## src/rtl/sync_barrier_pkg.sv

```systemverilog
package sync_barrier_pkg;

  // How the arrival count is built.
  typedef enum logic {
    TOPO_FLAT = 1'b0,  // one N-input counter, release on the completing edge
    TOPO_TREE = 1'b1   // pairwise counters, one register per level
  } topo_e;

endpackage

```

## src/rtl/sync_barrier_count.sv

```systemverilog
// W-input arrival counter. done_o is high in the cycle that completes W arrivals.
module sync_barrier_count #(
  parameter int W = 2
) (
  input  logic         clk,
  input  logic         rst_n,
  input  logic [W-1:0] arrive_i,
  output logic         done_o
);

  localparam int CW = $clog2(W + 1);

  logic [CW-1:0] cnt_q;
  logic [CW-1:0] cnt_d;
  logic [CW-1:0] pop;
  logic [CW-1:0] sum;
  logic          cnt_en;

  always_comb begin
    pop = '0;
    for (int i = 0; i < W; i++) begin
      pop = pop + CW'(arrive_i[i]);
    end
    sum    = cnt_q + pop;
    done_o = (sum == CW'(W));
    cnt_d  = done_o ? '0 : sum;
    cnt_en = |arrive_i;
  end

  always_ff @(posedge clk or negedge rst_n) begin
    if (!rst_n) begin
      cnt_q <= '0;
    end else if (cnt_en) begin
      cnt_q <= cnt_d;
    end
  end

  AST_COUNT_BOUND: assert property (@(posedge clk) disable iff (!rst_n) cnt_q < CW'(W));
  AST_DONE_CLEARS: assert property (@(posedge clk) disable iff (!rst_n) done_o |=> cnt_q == '0);

endmodule

```

## src/rtl/sync_barrier_tree.sv

```systemverilog
// Combining tree of two-input counters in heap order.
// sig[0..N-1] holds the participant arrivals. Node j reads sig[2j+1:2j].
// Every node except the root feeds its registered done into sig[N+j].
module sync_barrier_tree #(
  parameter int N = 8
) (
  input  logic         clk,
  input  logic         rst_n,
  input  logic [N-1:0] arrive_i,
  output logic         done_o
);

  localparam int NODES = N - 1;
  localparam int PIPES = N - 2;

  logic [NODES-1:0]   node_done;
  logic [PIPES-1:0]   pipe_q;
  logic [PIPES-1:0]   pipe_d;
  logic [2*N-3:0]     sig;

  assign sig = {pipe_q, arrive_i};

  for (genvar j = 0; j < NODES; j++) begin : g_node
    sync_barrier_count #(.W(2)) u_pair (
      .clk      (clk),
      .rst_n    (rst_n),
      .arrive_i (sig[2*j+1:2*j]),
      .done_o   (node_done[j])
    );
  end

  always_comb begin
    pipe_d = node_done[PIPES-1:0];
  end

  always_ff @(posedge clk or negedge rst_n) begin
    if (!rst_n) begin
      pipe_q <= '0;
    end else begin
      pipe_q <= pipe_d;
    end
  end

  assign done_o = node_done[NODES-1];

  // An episode lasts at least as many cycles as there are levels, so no
  // inner node can complete on two cycles in a row.
  AST_TREE_PULSE: assert property (@(posedge clk) disable iff (!rst_n) (pipe_q & $past(pipe_q)) == '0);

endmodule

```

## src/rtl/sync_barrier.sv

```systemverilog
module sync_barrier
  import sync_barrier_pkg::*;
#(
  parameter int    N    = 4,
  parameter topo_e TOPO = TOPO_FLAT
) (
  input  logic         clk,
  input  logic         rst_n,
  input  logic [N-1:0] arrive_i,
  output logic [N-1:0] go_o
);

  logic [N-1:0] sense_q;
  logic [N-1:0] sense_d;
  logic         sense_en;
  logic         release_q;
  logic         release_d;
  logic         release_en;
  logic [N-1:0] go_q;
  logic [N-1:0] go_d;
  logic [N-1:0] waiting;
  logic [N-1:0] accept;
  logic         done_w;

  // A participant is blocked while its sense differs from the release bit.
  assign waiting = sense_q ^ {N{release_q}};
  assign accept  = arrive_i & ~waiting;

  if (TOPO == TOPO_TREE) begin : g_tree
    sync_barrier_tree #(.N(N)) u_tree (
      .clk      (clk),
      .rst_n    (rst_n),
      .arrive_i (accept),
      .done_o   (done_w)
    );
  end else begin : g_flat
    sync_barrier_count #(.W(N)) u_count (
      .clk      (clk),
      .rst_n    (rst_n),
      .arrive_i (accept),
      .done_o   (done_w)
    );
  end

  always_comb begin
    sense_d    = sense_q ^ accept;
    sense_en   = |accept;
    release_d  = ~release_q;
    release_en = done_w;
    go_d       = {N{done_w}};
  end

  always_ff @(posedge clk or negedge rst_n) begin
    if (!rst_n) begin
      sense_q <= '1;
    end else if (sense_en) begin
      sense_q <= sense_d;
    end
  end

  always_ff @(posedge clk or negedge rst_n) begin
    if (!rst_n) begin
      release_q <= 1'b1;
    end else if (release_en) begin
      release_q <= release_d;
    end
  end

  always_ff @(posedge clk or negedge rst_n) begin
    if (!rst_n) begin
      go_q <= '0;
    end else begin
      go_q <= go_d;
    end
  end

  assign go_o = go_q;

  AST_DONE_FULL:   assert property (@(posedge clk) disable iff (!rst_n) done_w |-> &(waiting | accept));
  AST_GO_FREES:    assert property (@(posedge clk) disable iff (!rst_n) (|go_q) |-> (sense_q == {N{release_q}}));
  AST_RELEASE_GO:  assert property (@(posedge clk) disable iff (!rst_n) (release_q != $past(release_q)) |-> &go_q);
  AST_WAIT_HOLD:   assert property (@(posedge clk) disable iff (!rst_n) !done_w |=> ((sense_q ^ $past(sense_q)) & $past(waiting)) == '0);

endmodule

```

## config.mk

```make
export PLATFORM = sky130hd
export DESIGN_NAME = sync_barrier
export DESIGN_NICKNAME = d
export VERILOG_FILES = /design/src/rtl/sync_barrier_pkg.sv /design/src/rtl/sync_barrier_count.sv /design/src/rtl/sync_barrier_tree.sv /design/src/rtl/sync_barrier.sv
export SDC_FILE = /design/constraint.sdc
export NUM_CORES = 1
export LEC_CHECK = 0
export BUFFER_PORTS_ARGS = -buffer_cell sky130_fd_sc_hd__buf_2
export CAP_MARGIN = 30
export CELL_PAD_IN_SITES_DETAIL_PLACEMENT = 1
export CELL_PAD_IN_SITES_GLOBAL_PLACEMENT = 1
export CORE_UTILIZATION = 37
export DETAILED_ROUTE_END_ITERATION = 10
export MAX_ROUTING_LAYER = met4
export PLACE_DENSITY = 0.67
export SETUP_SLACK_MARGIN = 0.5
export SYNTH_ARGS = -nofsm -noshare
export SYNTH_HDL_FRONTEND = slang
export SYNTH_SLANG_ARGS = --single-unit
```

## constraint.sdc

```tcl
create_clock -name clk -period 2.95 [get_ports clk]
set_input_delay 0.295 -clock clk [delete_from_list [all_inputs] [get_ports clk]]
set_output_delay 0.295 -clock clk [all_outputs]
set_load 0.01 [all_outputs]
```

==> metrics.txt <==
# TYPE chip_impl_metric gauge
chip_impl_metric{name="clock_path_buffers",unit=""} 2
chip_impl_metric{name="drc",unit=""} 0
chip_impl_metric{name="initial_utilization",unit="%"} 40.4
chip_impl_metric{name="clk_latency",unit="ps"} 260
chip_impl_info{name="r2r_end",value="release_q"} 1
chip_impl_metric{name="fin_crit_sh",unit="%"} 96.0
chip_impl_metric{name="total_cell_area_at_the_placement_stage",unit="um^2"} 681
chip_impl_info{name="startpoint",value="release_q"} 1
chip_impl_metric{name="die_width",unit="um"} 43.0
chip_impl_metric{name="ys_warnings",unit=""} 0
chip_impl_metric{name="first_global_vias",unit=""} 455
chip_impl_metric{name="synth_area",unit="um^2"} 623
chip_impl_metric{name="setup_ws",unit="ps"} 119
chip_impl_metric{name="post-route-cell-area",unit="um^2"} 785
chip_impl_info{name="clk_root_buffer_cell",value="clkbuf_4"} 1
chip_impl_metric{name="clock-skew-final",unit="ps"} 2.45
chip_impl_metric{name="final-setup-viol-count",unit=""} 0
chip_impl_metric{name="cell_internal_pwr",unit="mW"} 0.184
chip_impl_metric{name="die-area",unit="um^2"} 1850
chip_impl_metric{name="final_period_minus_worst_setup_slack",unit="ps"} 2830
chip_impl_metric{name="vias_per_cell",unit=""} 4.72
chip_impl_metric{name="worst_setup_hold_path_clk_slew",unit="ps"} 60
chip_impl_metric{name="syn_nets",unit=""} 68
chip_impl_metric{name="insertedDiodeCount",unit=""} 0
chip_impl_metric{name="async_reset_ff_share",unit="%"} 100
chip_impl_metric{name="drt_wl_total",unit="mm"} 1.18
chip_impl_metric{name="power_switching",unit="mW"} 0.0497
chip_impl_metric{name="remaining_max_slew_budget_at_the_tightest_pin",unit="%"} 85.0
chip_impl_metric{name="critPathRequiredTime",unit="ps"} 3140
chip_impl_info{name="synth_top_cells_by_area",value="dfstp_2, dfrtp_1, ha_1"} 1
chip_impl_metric{name="place_worst_setup_slack",unit="ps"} -28.3
chip_impl_metric{name="share_comb_of_total_power",unit="%"} 6.1
chip_impl_metric{name="h-tree-depth",unit=""} 1
chip_impl_info{name="hp-start",value="arrive_i[2]"} 1
chip_impl_metric{name="p_per_area",unit="nW/um^2"} 297
chip_impl_info{name="crit_path_start_kind",value="register"} 1
chip_impl_metric{name="maxCapViolCount",unit=""} 0
chip_impl_metric{name="fp.dieH",unit="um"} 43.0
chip_impl_metric{name="total_global_route_track_usage",unit="%"} 15.1
chip_impl_metric{name="synthesis.area_per_instance",unit="um^2"} 11.1
chip_impl_metric{name="antenna_left",unit=""} 0
chip_impl_metric{name="drt_first_iter_violations",unit=""} 2
chip_impl_metric{name="numClockSinks",unit=""} 9
chip_impl_metric{name="peak_supply_drop",unit="mV"} 0.178
chip_impl_info{name="reg2reg_from",value="release_q"} 1
chip_impl_metric{name="synth_cell_types",unit=""} 23
chip_impl_metric{name="final_max_slew_viol_count",unit=""} 0
chip_impl_info{name="yosys_most_used_dff",value="dfstp_2"} 1
chip_impl_metric{name="tritoncts.num_buffers",unit=""} 3
chip_impl_metric{name="number_of_placement_rows",unit=""} 14
chip_impl_metric{name="grt_antenna_before_repair",unit=""} 0
chip_impl_metric{name="tightestPinTransition",unit="ps"} 224
chip_impl_metric{name="holdWs",unit="ps"} 223
chip_impl_metric{name="vias",unit=""} 420
chip_impl_metric{name="detail_route.wl_per_cell",unit="um"} 13.3
chip_impl_metric{name="pwr-share-seq",unit="%"} 53.7
chip_impl_metric{name="numPortBuffers",unit=""} 9
chip_impl_metric{name="gp_congestion",unit=""} 0.701
chip_impl_metric{name="seq_area_frac_synth",unit="%"} 37.1
chip_impl_info{name="hold_path_class",value="in2reg"} 1
chip_impl_metric{name="power_frac_clock",unit="%"} 40.3
chip_impl_metric{name="final_nets",unit=""} 86
chip_impl_metric{name="worstRegToRegCells",unit=""} 11
chip_impl_metric{name="synthToLayoutAreaGrowth",unit="%"} 25.9
chip_impl_metric{name="nFillCells",unit=""} 168
chip_impl_metric{name="setup.reg_to_reg.worst_slack",unit="ps"} 120
chip_impl_metric{name="synthDominantCellAreaShare",unit="%"} 21.1
chip_impl_metric{name="setup_total_negative_slack",unit="ps"} 0
chip_impl_info{name="endpoint_kind",value="register"} 1
chip_impl_metric{name="synth_cells",unit=""} 56
chip_impl_metric{name="drtPass1Iterations",unit=""} 2
chip_impl_metric{name="globalRoute.totalOverflow",unit=""} 0
chip_impl_info{name="status",value="completed"} 1
chip_impl_metric{name="boundaryPins",unit=""} 10
chip_impl_metric{name="hpwl_after_detailed_placement",unit="um"} 824
chip_impl_info{name="yosysTopAreaCell",value="dfstp_2"} 1
chip_impl_metric{name="timing.critical_path.arrival",unit="ps"} 3020
chip_impl_metric{name="critical_path_peak_fanout",unit=""} 4
chip_impl_info{name="synth.cells.most_frequent",value="dfstp_2, nand2_1, xnor2_1"} 1
chip_impl_metric{name="synth-edff-count",unit=""} 0
chip_impl_metric{name="floorplan.core_area",unit="um^2"} 1540
chip_impl_metric{name="final_hold_viol_count",unit=""} 0
chip_impl_info{name="critical_path_sink",value="release_q"} 1
chip_impl_metric{name="switching_power_as_a_share_of_total_power",unit="%"} 21.3
chip_impl_metric{name="grt_pass1_wl",unit="mm"} 1.97
chip_impl_info{name="cts_tree",value="built"} 1
chip_impl_metric{name="grt_max_degree",unit=""} 10
chip_impl_info{name="timing_worst_setup_path_type",value="reg2reg"} 1
chip_impl_metric{name="power",unit="mW"} 0.233
chip_impl_metric{name="max_clock_freq",unit="MHz"} 353
chip_impl_metric{name="power.leakage",unit="nW"} 0.415
chip_impl_info{name="grt_setup_unrepaired",value="yes"} 1
chip_impl_metric{name="number_of_synthesized_register_bits",unit=""} 9
chip_impl_metric{name="fraction_of_layout_instances_using_a_drive_strength_above_1",unit="%"} 52.1
## cells in the final DEF (no fill, tap or decap), types with 3 or more instances in the layout
| master | count |
|---|---|
| buf_4 | 7 |
| xnor2_1 | 4 |
| dfstp_2 | 5 |
| inv_1 | 3 |
| buf_2 | 9 |
| dfrtp_1 | 4 |
| nand2_1 | 5 |
| clkbuf_4 | 3 |
| mux2i_1 | 4 |
## power groups by stage
stage | clock network, mW | logic (mW) | registers (mW)
finish | 0.0939 | 0.0142 | 0.125
global route | 0.106 | 0.0157 | 0.125
CTS | 0.100 | 0.0139 | 0.125
detailed placement | 0 | 0.0129 | 0.127
global placement | 0 | 0.0123 | 0.127
floorplan | 0 | 0.00484 | 0.127
## area by class of cell
| type | count | area [um^2] | share of cell area [%] |
|---|---|---|---|
| Sequential cell | 9 | 231 | 29.5 |
| Tap cell | 16 | 20.0 | 2.55 |
| Multi-Input combinational cell | 38 | 380 | 48.5 |
| Inverter | 5 | 18.8 | 2.39 |
| Timing Repair Buffer | 17 | 108 | 13.7 |
| Clock buffer | 4 | 26.3 | 3.35 |
## cell families after synthesis
group / synth area share, %
and+or+nand+nor: 13.9
buffers and inverters: 7.43
DFF: 37.1
xor gates and xnor gates: 9.84
muxes: 11.2
adders and majority gates: 14.5
AOI/OAI and AO/OA: 6.02
## critical path, cell delays in order (launching register included)
cell,delay [ps]
dfstp_2,570
xnor2_1,120
nand2_1,100
inv_2,80
ha_4,200
fa_1,450
ha_2,210
fa_2,360
xnor2_2,170
xor2_1,150
nor3_2,190
xor2_1,170
## through the flow
stage,cells,util (%)
6_report,89,50.9
2_1_floorplan,56,-
3_3_place_gp,78,44.2
5_1_grt,89,50.9
4_1_cts,87,49.4
3_5_place_dp,78,44.2
## routing by layer
| layer | part of all wire, % | GRT usage, % | up-vias |
|---|---|---|---|
| li1 | - | - | 212 |
| met1 | 46 | 18.8 | 197 |
| met3 | 3.0 | 3.83 | 4 |
| met5 | 0 | - | - |
| met4 | 2.5 | 7.27 | 0 |
| met2 | 48 | 23.0 | 7 |
## worst min-delay path by stage
stage,to,slack (ps),depth (start not counted)
after floorplan,g_flat.u_count.cnt_q[0],-0.6,0
after global placement,g_flat.u_count.cnt_q[2],160,1
after detailed placement,g_flat.u_count.cnt_q[2],170,1
after CTS,register,210,2
after global routing,register,220,2
final,register,220,2
## what timing repair did
| item | in CTS | in global routing |
|---|---|---|
| resized for setup | 3 | 2 |
| hold buffers | 1 | 0 |
| buffers inserted | 4 | 2 |
| pin swaps | 7 | 1 |
| hold endpoints to repair | 4 | 0 |
| setup endpoints to repair | 4 | 4 |
Power figures use the tool's default switching activity.
